## src/rtl/issue_stall_pkg.sv

```systemverilog
package issue_stall_pkg;

    typedef enum logic [2:0] {
        SK_NONE  = 3'd0,
        SK_REG   = 3'd1,
        SK_RES   = 3'd2,
        SK_MEM   = 3'd3,
        SK_CUST  = 3'd4,
        SK_WBORD = 3'd5
    } stall_kind_e;

    localparam int unsigned NUM_CHECKS = 5;

endpackage

```

## src/rtl/issue_stall_prio.sv

```systemverilog
module issue_stall_prio
    import issue_stall_pkg::*;
#(
    parameter int unsigned CYC_W = 4
) (
    input  logic [CYC_W-1:0] reg_cycles,
    input  logic             reg_unknown,
    input  logic             res_busy,
    input  logic             mem_alias,
    input  logic [CYC_W-1:0] cust_cycles,
    input  logic [CYC_W-1:0] horizon,
    input  logic [CYC_W-1:0] cand_lat,
    input  logic             ooo_retire,
    output logic             hit,
    output stall_kind_e      kind,
    output logic [CYC_W-1:0] cycles
);

    localparam logic [CYC_W-1:0] ONE = CYC_W'(1);

    logic             fire [NUM_CHECKS];
    logic [CYC_W-1:0] dly  [NUM_CHECKS];
    stall_kind_e      code [NUM_CHECKS];

    // Index 0 is the highest priority.
    always_comb begin
        fire[0] = reg_unknown || (reg_cycles != '0);
        dly[0]  = reg_unknown ? ONE : reg_cycles;
        code[0] = SK_REG;

        fire[1] = res_busy;
        dly[1]  = ONE;
        code[1] = SK_RES;

        fire[2] = mem_alias;
        dly[2]  = ONE;
        code[2] = SK_MEM;

        fire[3] = (cust_cycles != '0);
        dly[3]  = cust_cycles;
        code[3] = SK_CUST;

        fire[4] = (horizon != '0) && !ooo_retire && (cand_lat < horizon);
        dly[4]  = horizon - cand_lat;
        code[4] = SK_WBORD;
    end

    always_comb begin
        hit    = 1'b0;
        kind   = SK_NONE;
        cycles = '0;
        for (int i = NUM_CHECKS - 1; i >= 0; i--) begin
            if (fire[i]) begin
                hit    = 1'b1;
                kind   = code[i];
                cycles = dly[i];
            end
        end
    end

endmodule

```

## src/rtl/issue_wb_horizon.sv

```systemverilog
module issue_wb_horizon #(
    parameter int unsigned CYC_W = 4
) (
    input  logic             clk,
    input  logic             rst_n,
    input  logic             load,
    input  logic [CYC_W-1:0] load_lat,
    output logic [CYC_W-1:0] horizon
);

    typedef struct packed {
        logic [CYC_W-1:0] cnt;
    } hz_t;

    hz_t hz_d, hz_q;

    always_comb begin
        hz_d = hz_q;
        if (load) begin
            hz_d.cnt = load_lat - CYC_W'(1);
        end else if (hz_q.cnt != '0) begin
            hz_d.cnt = hz_q.cnt - CYC_W'(1);
        end
    end

    always_ff @(posedge clk or negedge rst_n) begin
        if (!rst_n) begin
            hz_q <= '0;
        end else begin
            hz_q <= hz_d;
        end
    end

    assign horizon = hz_q.cnt;

endmodule

```

## src/rtl/issue_stall_eval.sv

```systemverilog
module issue_stall_eval
    import issue_stall_pkg::*;
#(
    parameter int unsigned CYC_W = 4
) (
    input  logic             clk,
    input  logic             rst_n,
    input  logic             cand_valid,
    input  logic [CYC_W-1:0] haz_reg_cycles,
    input  logic             haz_reg_unknown,
    input  logic             haz_res_busy,
    input  logic             haz_mem_alias,
    input  logic [CYC_W-1:0] haz_cust_cycles,
    input  logic [CYC_W-1:0] cand_wb_lat,
    input  logic             cand_ooo_retire,
    output logic             issue_grant,
    output logic             stall_valid,
    output logic [2:0]       stall_kind,
    output logic [CYC_W-1:0] stall_left
);

    typedef struct packed {
        logic             valid;
        stall_kind_e      kind;
        logic [CYC_W-1:0] left;
    } stall_t;

    stall_t           st_d, st_q;
    logic             hit;
    stall_kind_e      hit_kind;
    logic [CYC_W-1:0] hit_cycles;
    logic [CYC_W-1:0] horizon;
    logic             busy;
    logic             retry;
    logic             eval;
    logic             grant;
    logic             wb_load;

    issue_stall_prio #(.CYC_W(CYC_W)) u_prio (
        .reg_cycles  (haz_reg_cycles),
        .reg_unknown (haz_reg_unknown),
        .res_busy    (haz_res_busy),
        .mem_alias   (haz_mem_alias),
        .cust_cycles (haz_cust_cycles),
        .horizon     (horizon),
        .cand_lat    (cand_wb_lat),
        .ooo_retire  (cand_ooo_retire),
        .hit         (hit),
        .kind        (hit_kind),
        .cycles      (hit_cycles)
    );

    issue_wb_horizon #(.CYC_W(CYC_W)) u_horizon (
        .clk      (clk),
        .rst_n    (rst_n),
        .load     (wb_load),
        .load_lat (cand_wb_lat),
        .horizon  (horizon)
    );

    always_comb begin
        busy    = st_q.valid && (st_q.left != '0);
        retry   = st_q.valid && (st_q.left == '0);
        eval    = retry || (!st_q.valid && cand_valid);
        grant   = eval && !hit;
        wb_load = grant && !cand_ooo_retire && (cand_wb_lat != '0);

        st_d = st_q;
        if (busy) begin
            st_d.left = st_q.left - CYC_W'(1);
        end else if (eval) begin
            if (hit) begin
                st_d.valid = 1'b1;
                st_d.kind  = hit_kind;
                st_d.left  = hit_cycles - CYC_W'(1);
            end else begin
                st_d.valid = 1'b0;
                st_d.kind  = SK_NONE;
                st_d.left  = '0;
            end
        end
    end

    always_ff @(posedge clk or negedge rst_n) begin
        if (!rst_n) begin
            st_q <= '{valid: 1'b0, kind: SK_NONE, left: '0};
        end else begin
            st_q <= st_d;
        end
    end

    assign issue_grant = grant;
    assign stall_valid = st_q.valid;
    assign stall_kind  = st_q.kind;
    assign stall_left  = st_q.left;

endmodule

```

## config.mk

```make
export PLATFORM = sky130hd
export DESIGN_NAME = issue_stall_eval
export DESIGN_NICKNAME = d
export VERILOG_FILES = /design/src/rtl/issue_stall_pkg.sv /design/src/rtl/issue_stall_prio.sv /design/src/rtl/issue_wb_horizon.sv /design/src/rtl/issue_stall_eval.sv
export SDC_FILE = /design/constraint.sdc
export NUM_CORES = 1
export LEC_CHECK = 0
export ABC_AREA = 1
export CAP_MARGIN = 20
export CORE_ASPECT_RATIO = 0.6
export CORE_MARGIN = 5
export CORE_UTILIZATION = 40
export CTS_CLUSTER_DIAMETER = 60
export DETAILED_ROUTE_END_ITERATION = 16
export DONT_BUFFER_PORTS = 1
export HOLD_SLACK_MARGIN = 0.06
export SLEW_MARGIN = 20
export SYNTH_ARGS = -nofsm -noshare
export SYNTH_HDL_FRONTEND = slang
export SYNTH_SLANG_ARGS = --single-unit
```

## constraint.sdc

```tcl
create_clock -name clk -period 4.9 [get_ports clk]
set_input_delay 0.735 -clock clk [delete_from_list [all_inputs] [get_ports clk]]
set_output_delay 0.735 -clock clk [all_outputs]
set_load 0.05 [all_outputs]
```

## Word level (Yosys, flattened, before mapping)

Index checks and enable logic that the tools add are counted.

- Bits in registers: 12
- Input port bits: 19
- Output and inout bits: 9
- Word-level logic and storage cells: 54

- Add/subtract/negate cells: 5
- $lt $le $gt $ge: 1
- Multiplexer cells: 21
- Bitwise gates (word level): 1
- Reduce and logical (&&, ||, !) cells: 22

Operator list:

| operator | count |
|---|---|
| $mux W4 | 10 |
| $reduce_bool A4 Y1 | 5 |
| $sub A4 B1 Y4 const B | 4 |
| $mux W3 | 5 |
| $logic_and A1 B1 Y1 | 8 |
| $mux W8 | 1 |
| $mux W1 | 5 |
| $logic_not A4 Y1 | 1 |
| $lt A4 B4 Y1 | 1 |
| $reduce_bool A2 Y1 | 2 |
| $sub A4 B4 Y4 | 1 |
| $logic_not A1 Y1 | 3 |
| $logic_or A1 B1 Y1 | 2 |
| $reduce_and A2 Y1 | 1 |
| $not A1 Y1 | 1 |

## Depth between registers and ports, before layout

- Word-level depth: 13
- Gate-level depth with buffers: 18
- Gate-level depth less buffers: 18

## Cells and area by module

A second synthesis with hierarchy kept.

- Cell total of the unflattened synthesis: 191
- Area total of the unflattened synthesis: 1188.6 µm²

Modules (own cells, without submodules):

| module | instances | cells each | area each (µm²) |
|---|---|---|---|
| issue_stall_eval | 1 | 75 | 531.8 |
| issue_stall_prio | 1 | 73 | 376.6 |
| issue_wb_horizon | 1 | 43 | 280.3 |

## Least setup slack after synthesis

OpenSTA, ideal clock, no wires.

- Kind: input port to flip-flop
- Start point: input cand_wb_lat[0]
- End point: register u_horizon.hz_q, in the netlist u_horizon.horizon[2]
- Library setup time: 0.078 ns
- Data arrival time: 2.702 ns
- Required time: 4.822 ns
- Setup slack: 2.120 ns
- Stages on the path: 17
- Buffers on the path: 0
- Path through: ha_1 inv_1 fa_1 nand3_1 nand2_1 nand2_2 nor2_2 nor2_4 nand2_4 nor2_8 nand3_4 nand2_1 o21ai_2 ha_1 inv_1 o211ai_1 a21oi_1

- Longest elaborated chain between the ends: 12
- Elaborated cells between the ends (all ways): 15

RTL lines:

| what | line | text |
|---|---|---|
| start, declared | issue_stall_eval.sv:14 | `input logic [CYC_W-1:0] cand_wb_lat,` |
| $lt A4 B4 Y1 (*) | issue_stall_prio.sv:43 | `fire[4] = (horizon != '0) && !ooo_retire && (cand_lat < horizon);` |
| $logic_and A1 B1 Y1 (*) | issue_stall_prio.sv:43 |  |
| $mux W1 (*) (5 in a row) | issue_stall_prio.sv:53 | `if (fire[i]) begin` |
| $logic_not A1 Y1 (*) | issue_stall_eval.sv:65 | `grant = eval && !hit;` |
| $logic_and A1 B1 Y1 (*) | issue_stall_eval.sv:65 |  |
| via issue_grant | issue_stall_eval.sv:16 | `output logic issue_grant,` |
| $logic_and A1 B1 Y1 (*) (2 in a row) | issue_stall_eval.sv:66 | `wb_load = grant && !cand_ooo_retire && (cand_wb_lat != '0);` |
| $mux W4 or $reduce_bool A2 Y1 (tied branches) | -- |  |
| end signal, assigned | issue_wb_horizon.sv:30 | `hz_q <= hz_d;` |
| end, declared | issue_wb_horizon.sv:15 | `hz_t hz_d, hz_q;` |

Mark *: on every way through the listed nets, which the timed path passes. The rest lies on a longest branch.
A chain may end at the register's enable or synchronous reset.

## Worst setup path after layout

- Start point: register st_q, in the netlist stall_left[0]
- End point: output issue_grant

- Longest elaborated chain between the ends: 4

RTL lines:

| what | line | text |
|---|---|---|
| start, declared | issue_stall_eval.sv:28 | `stall_t st_d, st_q;` |
| start signal, assigned | issue_stall_eval.sv:86 | `st_q <= '{valid: 1'b0, kind: SK_NONE, left: '0};` |
| start signal, assigned | issue_stall_eval.sv:88 | `st_q <= st_d;` |
| $logic_not A4 Y1 | issue_stall_eval.sv:63 | `retry = st_q.valid && (st_q.left == '0);` |
| $logic_and A1 B1 Y1 | issue_stall_eval.sv:63 |  |
| $logic_or A1 B1 Y1 | issue_stall_eval.sv:64 | `eval = retry \|\| (!st_q.valid && cand_valid);` |
| $logic_and A1 B1 Y1 | issue_stall_eval.sv:65 |  |
| end, declared | issue_stall_eval.sv:16 |  |

Every way passes these cells.

==> Flow_metrics.wiki <==
{| class="wikitable"
! Metric !! Value
|-
| Cell with the largest stage delay on the worst path || sky130_fd_sc_hd__dfrtp_1
|-
| Finished Layout Cells || 191
|-
| Gr ovfl total || 0
|-
| I/O Pins || 28
|-
| Final count of pins violating max slew || 0
|-
| Initial core utilization || 42.66%
|-
| Post-route standard cell area excluding fillers || 1179 sq um
|-
| CTS Buffer Depth || 2
|-
| Rel. slew slack || 62.09%
|-
| Final number of setup-violating endpoints || 0
|-
| Number of stages on the worst setup path || 6
|-
| Number of detailed-routing iterations run before antenna repair || 4
|-
| Total placed cells including tap cells || 187
|-
| Count of instances resized after the clock tree is built || 0
|-
| Count of buffers inserted at the top-level ports || 0
|-
| R2R cell count || 12
|-
| Vias in the first global route || 951
|-
| Remaining number of nets flagged by the antenna check after routing || 0
|-
| Count of filler cells inserted in the layout || 268
|-
| Yosys cell types || 30
|-
| Number of nets in the layout || 187
|-
| Mapped Area || 1084 sq um
|-
| Total Die Area || 3884 sq um
|-
| Largest cells by area after synthesis || sky130_fd_sc_hd__dfrtp_1, sky130_fd_sc_hd__nand2_1, sky130_fd_sc_hd__inv_1
|-
| Syn Area/Cell || 6.991 sq um
|-
| Fraction of final layout cells with drive strength greater than 1 || 11.95%
|-
| Arrival time of the worst setup path || 2.14 ns
|-
| Post-Syn Instances || 155
|-
| Library cell with the largest summed area after synthesis || sky130_fd_sc_hd__dfrtp_1
|-
| Drt via density || 5.047
|-
| Count of final hold-check violations || 0
|-
| DRC violations left || 0
|-
| Maximum net fanout on the critical path || 7
|-
| Total core area || 2540 sq um
|-
| Num Clock Sinks || 12
|-
| Net count after synthesis || 182
|-
| Post-detailed-routing wire length || 2518 microns
|-
| Register-to-Register Setup Slack || 2.05 ns
|-
| Largest net degree at the start of global routing || 13
|-
| First-pass GRT wire length || 4319 microns
|-
| Total power || 667.0 uW
|-
| CTS tree || done
|-
| Leakage power || 0.6528 nW
|-
| Worst endpoint required time || 4.16 ns
|-
| Final min period || 2.874 ns
|-
| Hold buffers post-CTS || 0
|-
| Height of the die || 50.32 microns
|-
| Total number of placement rows || 14
|-
| Power per cell area || 565.9 nW/um^2
|-
| Weighted congestion reported at the end of routability-driven placement || 0.8295
|-
| Part of the Yosys area used for sequential elements || 27.71%
|-
| Insertion delay to the later sink of the worst-skew pair || 0.24 ns
|-
| Placed cell areas || 1124 sq um
|-
| Transition time at the pin with the least slew margin || 0.5687 ns
|-
| Worst path bufs/invs || 1
|-
| Number of vias after detailed routing || 964
|-
| Utilization after layout || 46.40%
|-
| IR Drop Worst-Case VDD || 0.2647 mV
|-
| Maximum cell stage delay along the critical path || 0.59 ns
|-
| Post-route setup TNS || 0 ns
|-
| Synthesis-stage register bit count || 12
|-
| Kind of end point of the critical path || primary output
|-
| Synth top area share || 27.71%
|-
| Iteration-0 DRC Markers || 22
|-
| Die width || 77.19 microns
|-
| Post-DP HPWL || 2171 microns
|-
| Max-capacitance violation count || 0
|-
| Number of buffers added by the clock tree synthesis step || 3
|-
| Family of cells with the greatest summed delay on the critical path || flip-flops
|-
| Routed len/inst || 13.18 microns
|-
| Combined global-route utilization of all metal layers || 13.59%
|-
| Number of antenna violations at the first check in global routing || 0
|-
| Tcrit/Tclk final || 58.65%
|-
| Class of the tightest hold or removal check || primary input to asynchronous set/reset pin
|-
| Number of levels the H-tree was split into || 1
|-
| Classification of the worst setup path || flip-flop to primary output
|-
| Kind of launch point of the worst setup path || flip-flop
|-
| Clock slew at the register clock pins of the worst setup and hold paths || 0.05 ns
|-
| Post-CTS setup buffer count || 0
|-
| Endpoint of the most critical register-to-register path || u_horizon.horizon[2]
|-
| Area used by multi-input combinational logic || 663.1 sq um
|-
| Storage cell area || 300.3 sq um
|-
| Max frequency || 347.9 MHz
|-
| Clk_skew || 0.0005625 ns
|-
| Unrepaired setup endpoints after global routing || no
|-
| Start of the worst register-to-register path || stall_left[0]
|-
| Status || complete, no violations
|-
| Count of inserted antenna diode cells || 0
|-
| CP Cell Sequence || inv_1 > ha_1 > nand2_2 > o21ai_1 > nand2_4 > nor2_8
|-
| Area growth, synth to finish || 8.776%
|-
| Warning count from the yosys run || 0
|-
| Root cell of the clock tree || sky130_fd_sc_hd__clkbuf_8
|}
==> where the power goes <==
part	switching (mW)	total, mW	leakage [nW]	internal (mW)
sequential	0.131	0.268	0.148	0.137
combinational	0.179	0.291	0.476	0.112
clock	0.0371	0.108	0.0288	0.0710
==> cell usage in the layout, fill, tap and decap left out, types with 2 or more instances in the layout <==
cell type / count
sky130_fd_sc_hd__xor2_1: 3
sky130_fd_sc_hd__nand2_2: 2
sky130_fd_sc_hd__o21ai_2: 3
sky130_fd_sc_hd__nor2_2: 2
sky130_fd_sc_hd__nor2_4: 2
sky130_fd_sc_hd__nand2_4: 2
sky130_fd_sc_hd__nor3_1: 2
sky130_fd_sc_hd__nand3_1: 8
sky130_fd_sc_hd__a21oi_1: 8
sky130_fd_sc_hd__a31oi_1: 2
sky130_fd_sc_hd__o21ai_0: 5
sky130_fd_sc_hd__nor2_1: 16
sky130_fd_sc_hd__nand4_1: 2
sky130_fd_sc_hd__clkbuf_8: 4
sky130_fd_sc_hd__ha_1: 7
sky130_fd_sc_hd__inv_1: 31
sky130_fd_sc_hd__nand2_1: 35
sky130_fd_sc_hd__dfrtp_1: 12
==> synth_stat cells <==
cell type / number
sky130_fd_sc_hd__xor2_1: 3
sky130_fd_sc_hd__o21bai_1: 1
sky130_fd_sc_hd__o21ai_2: 3
sky130_fd_sc_hd__nand4_1: 2
sky130_fd_sc_hd__dfrtp_1: 12
sky130_fd_sc_hd__a21boi_1: 1
sky130_fd_sc_hd__nand3_4: 1
sky130_fd_sc_hd__nand2_4: 2
sky130_fd_sc_hd__a21o_1: 1
sky130_fd_sc_hd__nor2_2: 2
sky130_fd_sc_hd__a31oi_1: 2
sky130_fd_sc_hd__nand3_1: 8
sky130_fd_sc_hd__nor2_4: 2
sky130_fd_sc_hd__o211ai_1: 1
sky130_fd_sc_hd__a22oi_1: 1
sky130_fd_sc_hd__inv_1: 31
sky130_fd_sc_hd__inv_2: 1
sky130_fd_sc_hd__o221ai_1: 1
sky130_fd_sc_hd__fa_1: 1
sky130_fd_sc_hd__nand2_2: 2
sky130_fd_sc_hd__nor4_1: 1
sky130_fd_sc_hd__nor2_8: 1
sky130_fd_sc_hd__a21oi_1: 8
sky130_fd_sc_hd__ha_1: 7
sky130_fd_sc_hd__nor3_1: 2
sky130_fd_sc_hd__nor2_1: 16
sky130_fd_sc_hd__or2_2: 1
sky130_fd_sc_hd__o21ai_0: 5
sky130_fd_sc_hd__nand2_1: 35
sky130_fd_sc_hd__o21ai_1: 1
==> layer usage <==
metal	wire [microns]	global-route usage, %	vias to the layer above	part of all wire, %
met1	1249	19.11	437	50
met3	245	6.607	2	9.7
met5	0	0	-	0
met2	1004	18.85	25	40
met4	19	2.571	0	0.75
li1	-	-	500	-
==> worst max-delay path by stage <==
stage / startpoint / endpoint / slack (ns)
final: stall_left[0] / issue_grant / 2.03
after CTS: stall_left[0] / issue_grant / 2.02
after floorplan: cand_wb_lat[0] / u_horizon.horizon[2] / 2.12
after global placement: cand_wb_lat[0] / u_horizon.horizon[2] / 2.02
after global routing: stall_left[0] / u_horizon.horizon[2] / 1.89
after detailed placement: cand_wb_lat[0] / u_horizon.horizon[2] / 1.92
==> cell families (layout without fill, tap and decap cells) <==
family	after synthesis	in the layout	share of synthesized area, %
flops	12	12	27.71
xor+xnor	3	3	2.425
fa+ha+maj	8	8	9.930
buf+inv	32	36	11.08
compound gates	25	25	14.32
simple gates	75	75	34.53
==> final cells by class <==
type	count	share of cell area [%]
Inverter	32	10.19
Tap cell	32	3.397
Clock buffer	4	4.671
Multi-Input combinational cell	111	56.26
Sequential cell	12	25.48
==> stage by stage <==
stage | hold WS (ns) | setup WS [ns]
floorplan | 0.4394 | 2.120
detailed placement | 0.4398 | 1.919
CTS | 0.1826 | 2.024
global route | 0.1708 | 1.891
global placement | 0.4400 | 2.017
finish | 0.1876 | 2.026
==> registers in the layout, indices dropped and copies added, names as in the netlist <==
name and count:
stall_kind 3, stall_left 4, stall_valid 1, u_horizon.horizon 4
Note: power is estimated with default switching activity, not from simulation.
